--- src/rtl/rxaf_pkg.sv ---
package rxaf_pkg;
  localparam int DA_BYTES = 6;
  localparam logic [31:0] CRC_POLY_REFL = 32'hEDB8_8320;

  typedef enum logic [2:0] {
    RSN_NONE    = 3'd0,
    RSN_PROMISC = 3'd1,
    RSN_BCAST   = 3'd2,
    RSN_ALLMC   = 3'd3,
    RSN_PERFECT = 3'd4,
    RSN_HASH    = 3'd5
  } reason_e;
endpackage

--- src/rtl/rxaf_crc.sv ---
module rxaf_crc
  import rxaf_pkg::*;
(
  input  logic        clk,
  input  logic        rst_n,
  input  logic        en,
  input  logic        restart,
  input  logic [7:0]  data,
  output logic [31:0] crc_q
);
  logic [31:0] crc_d;

  // byte-serial reflected CRC: eight bit steps unrolled per cycle
  always_comb begin
    crc_d = restart ? 32'hFFFF_FFFF : crc_q;
    for (int b = 0; b < 8; b++) begin
      if (crc_d[0] ^ data[b]) crc_d = (crc_d >> 1) ^ CRC_POLY_REFL;
      else                    crc_d = crc_d >> 1;
    end
  end

  always_ff @(posedge clk or negedge rst_n) begin
    if (!rst_n)  crc_q <= 32'hFFFF_FFFF;
    else if (en) crc_q <= crc_d;
  end
endmodule

--- src/rtl/rxaf_perfect.sv ---
module rxaf_perfect #(
  parameter int NUM_ENTRIES = 4,
  parameter int ADDR_W      = 4
) (
  input  logic              clk,
  input  logic              rst_n,
  input  logic              wr_en,
  input  logic [ADDR_W-1:0] wr_addr,
  input  logic [31:0]       wr_data,
  input  logic [47:0]       da,
  output logic              hit
);
  logic [NUM_ENTRIES-1:0] match;

  for (genvar i = 0; i < NUM_ENTRIES; i++) begin : g_ent
    logic [31:0] lo_q;
    logic [15:0] hi_q;
    logic [47:0] ent;

    always_ff @(posedge clk or negedge rst_n) begin
      if (!rst_n) begin
        lo_q <= '0;
        hi_q <= '0;
      end else if (wr_en) begin
        if (wr_addr == ADDR_W'(2*i))   lo_q <= wr_data;
        if (wr_addr == ADDR_W'(2*i+1)) hi_q <= wr_data[15:0];
      end
    end

    assign ent      = {hi_q, lo_q};
    assign match[i] = (ent != '0) && (ent == da);
  end

  assign hit = |match;
endmodule

--- src/rtl/rxaf_hash_tbl.sv ---
module rxaf_hash_tbl #(
  parameter int HASH_BITS = 6,
  parameter int ADDR_W    = 4,
  parameter int BASE      = 8,
  localparam int WORDS    = 1 << (HASH_BITS - 5)
) (
  input  logic                 clk,
  input  logic                 rst_n,
  input  logic                 wr_en,
  input  logic [ADDR_W-1:0]    wr_addr,
  input  logic [31:0]          wr_data,
  input  logic [HASH_BITS-1:0] idx,
  output logic                 hit
);
  logic [WORDS-1:0][31:0] words_q;
  logic [31:0]            sel;

  for (genvar w = 0; w < WORDS; w++) begin : g_word
    always_ff @(posedge clk or negedge rst_n) begin
      if (!rst_n)
        words_q[w] <= '0;
      else if (wr_en && wr_addr == ADDR_W'(BASE + w))
        words_q[w] <= wr_data;
    end
  end

  assign sel = words_q[idx[HASH_BITS-1:5]];
  assign hit = sel[idx[4:0]];
endmodule

--- src/rtl/rx_addr_filter.sv ---
module rx_addr_filter
  import rxaf_pkg::*;
#(
  parameter int NUM_ENTRIES = 4,
  parameter int HASH_BITS   = 6,
  localparam int HASH_WORDS = 1 << (HASH_BITS - 5),
  localparam int ADDR_W     = $clog2(2*NUM_ENTRIES + HASH_WORDS)
) (
  input  logic                 clk,
  input  logic                 rst_n,
  input  logic                 s_valid,
  output logic                 s_ready,
  input  logic                 s_sof,
  input  logic [7:0]           s_data,
  input  logic                 cfg_promisc,
  input  logic                 cfg_pass_mcast,
  input  logic                 cfg_hash_mcast,
  input  logic                 cfg_hash_or_perfect,
  input  logic                 cfg_rx_all,
  input  logic                 cfg_bcast_drop,
  input  logic                 wr_en,
  input  logic [ADDR_W-1:0]    wr_addr,
  input  logic [31:0]          wr_data,
  output logic                 dec_valid,
  output logic                 dec_accept,
  output logic                 dec_pass,
  output logic [2:0]           dec_reason,
  output logic [HASH_BITS-1:0] dec_hash_idx
);
  localparam logic [2:0] CNT_IDLE = 3'(DA_BYTES);

  logic [2:0]  cnt_q, pos;
  logic        take, fin_q;
  logic [47:0] da_q;
  logic [31:0] crc_q, crc_fin;
  logic        hash_hit, perf_hit;
  logic        is_mc, is_bc, perf_ok, hash_ok, allmc_ok;
  reason_e     reason;

  assign s_ready = 1'b1;
  assign pos     = s_sof ? 3'd0 : cnt_q;
  assign take    = s_valid && (s_sof || cnt_q != CNT_IDLE);

  always_ff @(posedge clk or negedge rst_n) begin
    if (!rst_n) begin
      cnt_q <= CNT_IDLE;
      fin_q <= 1'b0;
      da_q  <= '0;
    end else begin
      fin_q <= take && (pos == CNT_IDLE - 3'd1);
      if (take) begin
        cnt_q                  <= pos + 3'd1;
        da_q[{pos, 3'b000} +: 8] <= s_data;
      end
    end
  end

  rxaf_crc u_crc (
    .clk     (clk),
    .rst_n   (rst_n),
    .en      (take),
    .restart (pos == 3'd0),
    .data    (s_data),
    .crc_q   (crc_q)
  );

  assign crc_fin = ~crc_q;
  for (genvar i = 0; i < HASH_BITS; i++) begin : g_idx
    assign dec_hash_idx[HASH_BITS-1-i] = crc_fin[i];
  end

  rxaf_hash_tbl #(.HASH_BITS(HASH_BITS), .ADDR_W(ADDR_W), .BASE(2*NUM_ENTRIES)) u_hash (
    .clk     (clk),
    .rst_n   (rst_n),
    .wr_en   (wr_en),
    .wr_addr (wr_addr),
    .wr_data (wr_data),
    .idx     (dec_hash_idx),
    .hit     (hash_hit)
  );

  rxaf_perfect #(.NUM_ENTRIES(NUM_ENTRIES), .ADDR_W(ADDR_W)) u_perf (
    .clk     (clk),
    .rst_n   (rst_n),
    .wr_en   (wr_en),
    .wr_addr (wr_addr),
    .wr_data (wr_data),
    .da      (da_q),
    .hit     (perf_hit)
  );

  assign is_mc    = da_q[0];
  assign is_bc    = &da_q;
  assign perf_ok  = perf_hit && (!is_mc || !cfg_hash_mcast || cfg_hash_or_perfect);
  assign hash_ok  = hash_hit && ((is_mc && cfg_hash_mcast) || (!is_mc && cfg_hash_or_perfect));
  assign allmc_ok = is_mc && cfg_pass_mcast;

  always_comb begin
    if (cfg_promisc)   reason = RSN_PROMISC;
    else if (is_bc)    reason = cfg_bcast_drop ? RSN_NONE : RSN_BCAST;
    else if (perf_ok)  reason = RSN_PERFECT;
    else if (allmc_ok) reason = RSN_ALLMC;
    else if (hash_ok)  reason = RSN_HASH;
    else               reason = RSN_NONE;
  end

  assign dec_valid  = fin_q;
  assign dec_reason = reason;
  assign dec_pass   = (reason != RSN_NONE);
  assign dec_accept = dec_pass || cfg_rx_all;
endmodule

--- config.mk ---
export PLATFORM = sky130hd
export DESIGN_NAME = rx_addr_filter
export DESIGN_NICKNAME = d
export VERILOG_FILES = /design/src/rtl/rxaf_pkg.sv /design/src/rtl/rxaf_crc.sv /design/src/rtl/rxaf_perfect.sv /design/src/rtl/rxaf_hash_tbl.sv /design/src/rtl/rx_addr_filter.sv
export SDC_FILE = /design/constraint.sdc
export NUM_CORES = 1
export LEC_CHECK = 0
export BUFFER_PORTS_ARGS = -buffer_cell sky130_fd_sc_hd__buf_2
export CORE_MARGIN = 2
export CORE_UTILIZATION = 66
export DETAILED_ROUTE_END_ITERATION = 6
export GPL_TIMING_DRIVEN = 0
export PLACE_DENSITY = 0.84
export SYNTH_ARGS = -nofsm -noshare
export SYNTH_HDL_FRONTEND = slang
export SYNTH_SLANG_ARGS = --single-unit
--- constraint.sdc ---
create_clock -name clk -period 6.5 [get_ports clk]
set_clock_uncertainty 0.2 [all_clocks]
set_input_delay 0 -clock clk [delete_from_list [all_inputs] [get_ports clk]]
set_output_delay 0 -clock clk [all_outputs]
set_load 0.01 [all_outputs]
==> results of run 1 <==
==> path summary, 6_finish.rpt <==
kind,start,end,depth (start not counted),slack (ns)
worst min register to register,u_crc.crc_q[31],u_crc.crc_q[31],2,0.28
worst max register to register,cnt_q[1],u_crc.crc_q[4],11,3.37
worst max-delay path,u_perf.g_ent[3].hi_q[10],dec_accept,8,2.57
worst min-delay path,rst_n,cnt_q[1],2,0.001
max in group asynchronous,rst_n,u_hash.words_q[7],4,4.96
min in group clk,wr_data[4],u_perf.g_ent[1].lo_q[4],2,0.01
==> per-layer routing <==
layer  share of wire  GRT usage
met1            0.40     0.4891
met2            0.47     0.5677
met3           0.082    0.06220
met4           0.051     0.1679
met5               0          0
==> power by group <==
part	internal, mW	switching (mW)
logic	1.66	2.11
registers	2.82	0.484
clock network	1.27	0.865
total	5.76	3.46
==> cells in the final DEF, fill, tap and decap left out, types with 4 or more instances in the layout <==
cell type	synthesis	final
xor2_1	207	207
clkbuf_16	0	37
dfrtp_1	306	306
dlygate4sd3_1	0	45
inv_1	10	10
nand4_1	37	37
buf_6	5	5
ha_1	4	4
mux2i_1	5	5
dfstp_2	34	34
buf_2	49	96
xnor2_1	49	49
mux2_2	305	305
nor4_1	104	104
o21ai_0	28	28
buf_1	28	28
nand2_1	45	45
buf_4	4	4
clkbuf_8	2	11
nand3b_1	5	5
mux4_2	16	16
nor2_1	40	40
nor3_1	7	7
clkbuf_1	22	28
xnor2_2	8	8
nand2b_1	7	7
clkinv_2	0	4
==> per-stage QoR <==
step / setup TNS (ns) / utilization / hold slack (ns) / std cells / setup WS (ns)
2_1_floorplan: 0 / - / -0.4956 / 1373 / 3.730
3_3_place_gp: -313.09 / 0.6923 / 0.03086 / 1756 / -1.057
3_5_place_dp: 0 / 0.6948 / -0.1239 / 1758 / 3.298
4_1_cts: 0 / 0.7606 / 0.003116 / 1867 / 2.736
5_1_grt: 0 / 0.7606 / 0.01555 / 1867 / 2.563
6_report: 0 / 0.7606 / 0.001289 / 1867 / 2.570
==> cell families (layout without fill, tap and decap cells) <==
logic type | after synthesis | count (layout) | synth area share
compound gates | 47 | 47 | 0.01579
xor+xnor | 268 | 268 | 0.1437
fa+ha+maj | 4 | 4 | 0.002897
buf+inv | 121 | 280 | 0.03440
flops | 340 | 340 | 0.4949
mux | 328 | 328 | 0.2238
other cells | 1 | 1 | 0.0002170
simple gates | 264 | 264 | 0.08429
==> timing repair <==
item,4_1_cts,5_1_grt
hold buffers,46,0
hold endpoints to repair,472,0
setup endpoints to repair,0,0
==> critical path, stage by stage, from the launching register on <==
cell and delay [ns]:
dfrtp_1 0.41, nor4_1 0.54, nand4_1 0.18, nor3_1 0.21, nor4_1 0.12, o41ai_1 1.04
nand3b_1 0.24, a211o_1 0.31, buf_2 0.13
==> registers in the layout (all words and copies together) (netlist names) <==
| signal | count |
|---|---|
| cnt_q | 3 |
| da_q | 48 |
| dec_valid | 1 |
| u_crc.crc_q | 32 |
| u_hash.words_q | 64 |
| u_perf.g_ent.hi_q | 64 |
| u_perf.g_ent.lo_q | 128 |
==> final cells by class <==
class | count | area share
flip-flops and latches | 340 | 0.4338
multi-input cells | 912 | 0.4126
clock buffers | 52 | 0.05441
repair buffers | 96 | 0.03974
plain buffers | 111 | 0.02825
well taps | 335 | 0.02127
clock inverters | 11 | 0.007936
inverters | 10 | 0.001905
==> impl_results.md, run 1 <==
* Routed WL per cell at approximately 26 microns
* N_diodes at 0
* Fmax at approximately 250 MHz
* Area leader, netlist: dfrtp_1
* Post-Route WL at between 40000 and 50000 microns
* Initial core utilization at 0.6668
* Design area at 0.01971 sq mm
* Nets@finish at between 1500 and 2000
* Share of layout cells above drive strength 1 at 0.3557
* Worst Setup End Kind: output pin
* Cell Area, Placed at around 0.018 sq mm
* H-tree depth at 2
* Synth top cells by count: 306 x dfrtp_1, 305 x mux2_2, 207 x xor2_1, 104 x nor4_1
* Nature of the critical path startpoint: flop
* Vias at about 12000
* Port Buffers at 48
* Crit path DAT at approximately 3.7 ns
* 1st-iter DRT viols at approximately 1200
* Fin crit share at 0.6046
* Syn Area/Cell at 12.58 sq um
* Largest net degree at the start of global routing at 124
* Dpl hpwl at between 30000 and 40000 microns
* Status: finished, final reports clean
* CTS max path bufs at 3
* Ranking of synthesized cells by area: dfrtp_1 44%, mux2_2 20%, xor2_1 10%, dfstp_2 5.2%, nor4_1 3.8%
* Root Buffer: clkbuf_16
* Gr ovfl total at 0
* Initial antenna violation count at 0
* Clk sinks at between 300 and 400
* Total GRT Usage at 0.3586
* Clock latency on the worst-skew pair at 0.53 ns
* Max capacitance violation total at 0
* Total power draw at approximately 9.2 mW
* VDD IR max at between 0.4 and 0.5 mV
* Post-CTS Setup Bufs at 0
* Vias in the first global route at around 13000
* Synth cell types at 51
* Post-CTS sizing at 0
* Critical path type: reg -> out
* RSZ-0062 raised after global routing: no
* Post-Syn Area at 0.01728 sq mm
* First-pass GRT wire length at between 70000 and 80000 microns
* Max_slew headroom at 0.2113
* DR DRC count at 0
* CTS tree: built
* Num CTS Buffers at 37
* Synth top area share at 0.4432
* FP Rows at 59
* Seq/Total Area, Yosys at 0.4949
* Fin crit period at about 3.9 ns
* Top-count cell post-synth: dfrtp_1
* Final Wtd Congestion at roughly 1
* Post-DRT Antenna Nets at 0
* Fillers at 1614
* HP Class: in -> async
* Fin. max-slew vios at 0
* Footprint of the multi-input gates at slightly above 0.008 sq mm
* Area grow syn2layout at 14.07%
* Mapped Cells at around 1400
* Vias/cell at 6.457
* Tightest Pin Transition at 1.168 ns
* Die area at 0.02749 sq mm
* PD cells at 468.0 mW/mm^2
* Final setup viols at 0
* Ys flop type: dfrtp_1
* Die height at 165.8 microns
* Number of synthesized flops with an enable pin at 0
* Pre-antenna DRT Iters at 7
* Syn nets at approximately 1400
* Storage cell area at ~0.0086 sq mm
* Async SR Flop Fraction at 1.000
* Required time of the critical path at between 6 and 7 ns
* Core box area at 0.02591 sq mm
* Syn. warnings at 0
* Leak at 8.645 nW
* Max FO, Critical Path at 4
* Die width at between 150 and 200 microns
* Post-synthesis register bit count at between 300 and 400
* Clock slew at reported path FFs at about 0.060 ns
* Ports at just under 70
* Final Hold Fails at 0
(Power assumes the default switching activity.)
==> inputs of run 2 (changes only) <==
CORE_UTILIZATION = 56   (was 66)
PLACE_DENSITY = 0.76   (was 0.84)
clock period = 3.19 ns   (was 6.5 ns; I/O delays follow)
==> run 2 against run 1 <==
Against the previous run: the flow now finishes with violations (negative setup slack); first-iteration DRC count shrank 19%; design area increased by 2.2%; register-to-register slack lost 3.3 ns; wire length increased by 1.8%; hold slack better by 0.018 ns; power increased by 110%; count of clock-buffer cells in the layout increased by 1; combinational power is 110% higher; setup slack got worse by 2.7 ns; sequential cell count unchanged; via count shrank 0.73%; critical path type unchanged; critical endpoint is now dec_reason[1].
==> impl_results.md, run 2 (synthesis results as in run 1) <==
* Status: finished, violations left (was finished, final reports clean)
* Failing checks: negative setup slack
* Final setup viols at 3 (was 0)
* Total GRT Usage at 0.3052 (was 0.3586)
* Max capacitance violation total at 0 (unchanged)
* Worst flop-to-flop path startpoint: cnt_q[1] (unchanged)
* Ports at 68 (unchanged)
* Die height at 179.7 microns (was 165.8 microns)
* Nature of the critical path startpoint: flop (unchanged)
* Max FFs per register at 128 (unchanged)
* Sum Neg Setup Slack at -0.2518 ns (was 0 ns)
* Fillers at 2241 (was 1614)
* Final core occ at 0.6604 (was 0.7606)
* Worst Setup End Kind: output pin (unchanged)
* Final Hold Fails at 0 (unchanged)
* Vias at 11967 (was 12055)
* Top reg by flops: u_perf.g_ent.lo_q (unchanged)
* Pre-antenna DRT Iters at 5 (was 7)
* Clk sinks at 340 (unchanged)
* Routed WL per cell at 25.65 microns (was 26.20 microns)
* Initial core utilization at 0.5663 (was 0.6668)
* Min setup slack post-route at -0.1199 ns (was 2.570 ns)
* Gr ovfl total at 0 (unchanged)
* CTS max path bufs at 3 (unchanged)
* Die width at 179.7 microns (was 165.8 microns)
* N_diodes at 0 (unchanged)
* Fin crit period at between 3 and 4 ns
* Num CTS Buffers at 37 (unchanged)
* Clock latency on the worst-skew pair at 0.52 ns (was 0.53 ns)
* HP Class: in -> reg (was in -> async)
* Critical path type: reg -> out (unchanged)
* Dpl hpwl at 35740 microns (was 35000 microns)
* Fin. max-slew vios at 0 (unchanged)
* Fmax at around 300 MHz
* DR DRC count at 0 (unchanged)
* CTS tree: built (unchanged)
* Max_slew headroom at 0.1968 (was 0.2113)
* Core box area at 0.03051 sq mm (was 0.02591 sq mm)
* Nets@finish at 1576 (was 1567)
* Area grow syn2layout at 16.62% (was 14.07%)
* Clock slew at reported path FFs at 0.06 ns (about the same)
* Root Buffer: clkbuf_16 (unchanged)
* First-pass GRT wire length at 74640 microns (was 74730 microns)
* Tightest Pin Transition at 1.196 ns (was 1.168 ns)
* Die area at 0.03227 sq mm (was 0.02749 sq mm)
* RSZ-0062 raised after global routing: yes (was no)
* Top Registers: u_perf.g_ent.lo_q x128, u_hash.words_q x64, u_perf.g_ent.hi_q x64 (unchanged)
* Worst hold slack at 0.01950 ns (was 0.001289 ns)
* Footprint of the multi-input gates at 0.008414 sq mm (was 0.008133 sq mm)
* 1st-iter DRT viols at 1007 (was 1242)
* Post-Route WL at 49780 microns (was 48910 microns)
* Commonest non-fill, non-tap cells in the layout: 305 x mux2_2, 305 x dfrtp_1, 207 x xor2_1, 95 x buf_2, 87 x nor4_1 (was 306 x dfrtp_1, 305 x mux2_2, 207 x xor2_1, 104 x nor4_1, 96 x buf_2)
* Storage cell area at 0.008552 sq mm (was 0.008551 sq mm)
* Post-Place Worst Slack at -0.09838 ns (was 3.298 ns)
* Initial antenna violation count at 0 (unchanged)
* FP Rows at 64 (was 59)
* Vias in the first global route at 12285 (was 12661)
* PD cells at 948.6 mW/mm^2 (was 468.0 mW/mm^2)
* Required time of the critical path at 2.99 ns (was 6.30 ns)
* Largest net degree at the start of global routing at 128 (was 124)
* Crit path DAT at 3.11 ns (was 3.73 ns)
* HP Start: wr_data[6]
* Post-DRT Antenna Nets at 0 (unchanged)
* Fin crit share at 1.038
* Share of layout cells above drive strength 1 at 0.3812 (was 0.3557)
* Leak at 8.757 nW (was 8.645 nW)
* Vias/cell at 6.165 (was 6.457)
* Max FO, Critical Path at 3 (was 4)
* Crit. Startpoint: u_perf.g_ent[1].lo_q[26] (was u_perf.g_ent[3].hi_q[10])
* H-tree depth at 2 (unchanged)
* Final Wtd Congestion at 0.9874 (was 0.9978)
* VDD IR max at 0.4851 mV (was 0.4256 mV)
* Port Buffers at 48 (unchanged)
## run 2: cell count changes in the layout (fill, tap and decap cells not counted), sizes merged
cell         change
dlygate4sd3      -2
clkinv           +5
inv              -3
clkbuf           +2
clkinvlp         +1
buf             +10
## run 2: layer usage
metal	global-route usage	wire [microns]
met5	0	0
met4	0.1164	2169
met3	0.04882	3495
met2	0.4815	23050
met1	0.4283	21060
## run 2: layout make-up
cell class / instances / area share
inverters: 10 / 0.001863
plain buffers: 111 / 0.02943
well taps: 396 / 0.02459
clock buffers: 53 / 0.05353
repair buffers: 105 / 0.04117
flip-flops and latches: 340 / 0.4244
multi-input cells: 912 / 0.4176
clock inverters: 14 / 0.007389
## run 2: worst max-delay path, stage by stage (launching register included)
cell	delay, ns
dfrtp_1	0.41
nor4_1	0.54
nand4_1	0.21
nor3_2	0.30
nor4_4	0.09
o41ai_4	0.45
buf_4	0.19
nand4_1	0.07
a21oi_1	0.17
buf_2	0.15
## run 2: path summary, 6_finish.rpt
kind,end,depth (start not counted),slack [ns]
setup / recovery,dec_reason[1],9,-0.12
hold / removal,u_perf.g_ent[0].hi_q[6],2,0.02
setup reg to reg,u_crc.crc_q[5],12,0.12
hold reg to reg,u_crc.crc_q[23],2,0.27
max in group asynchronous,da_q[40],4,0.76
min in group asynchronous,da_q[43],3,0.45
## run 2: timing repair
| action | in CTS | in global routing |
|---|---|---|
| pin swaps | 2 | 13 |
| hold buffers | 43 | 0 |
| hold endpoints to repair | 318 | 0 |
| resized for setup | 21 | 33 |
| setup endpoints to repair | 5 | 20 |
| setup buffers | 2 | 10 |
## run 2: stage by stage
stage	total power, mW	cell area, sq um	std cells
final	19.11	20150	1941
after global routing	19.96	20150	1941
after CTS	18.70	19870	1931
after detailed placement	14.19	18080	1819
after global placement	13.98	18010	1817
after floorplan	11.96	17280	1373
## run 2: power by group
| part | switching [mW] | internal (mW) |
|---|---|---|
| logic | 4.42 | 3.60 |
| registers | 0.977 | 5.75 |
| clock network | 1.76 | 2.60 |
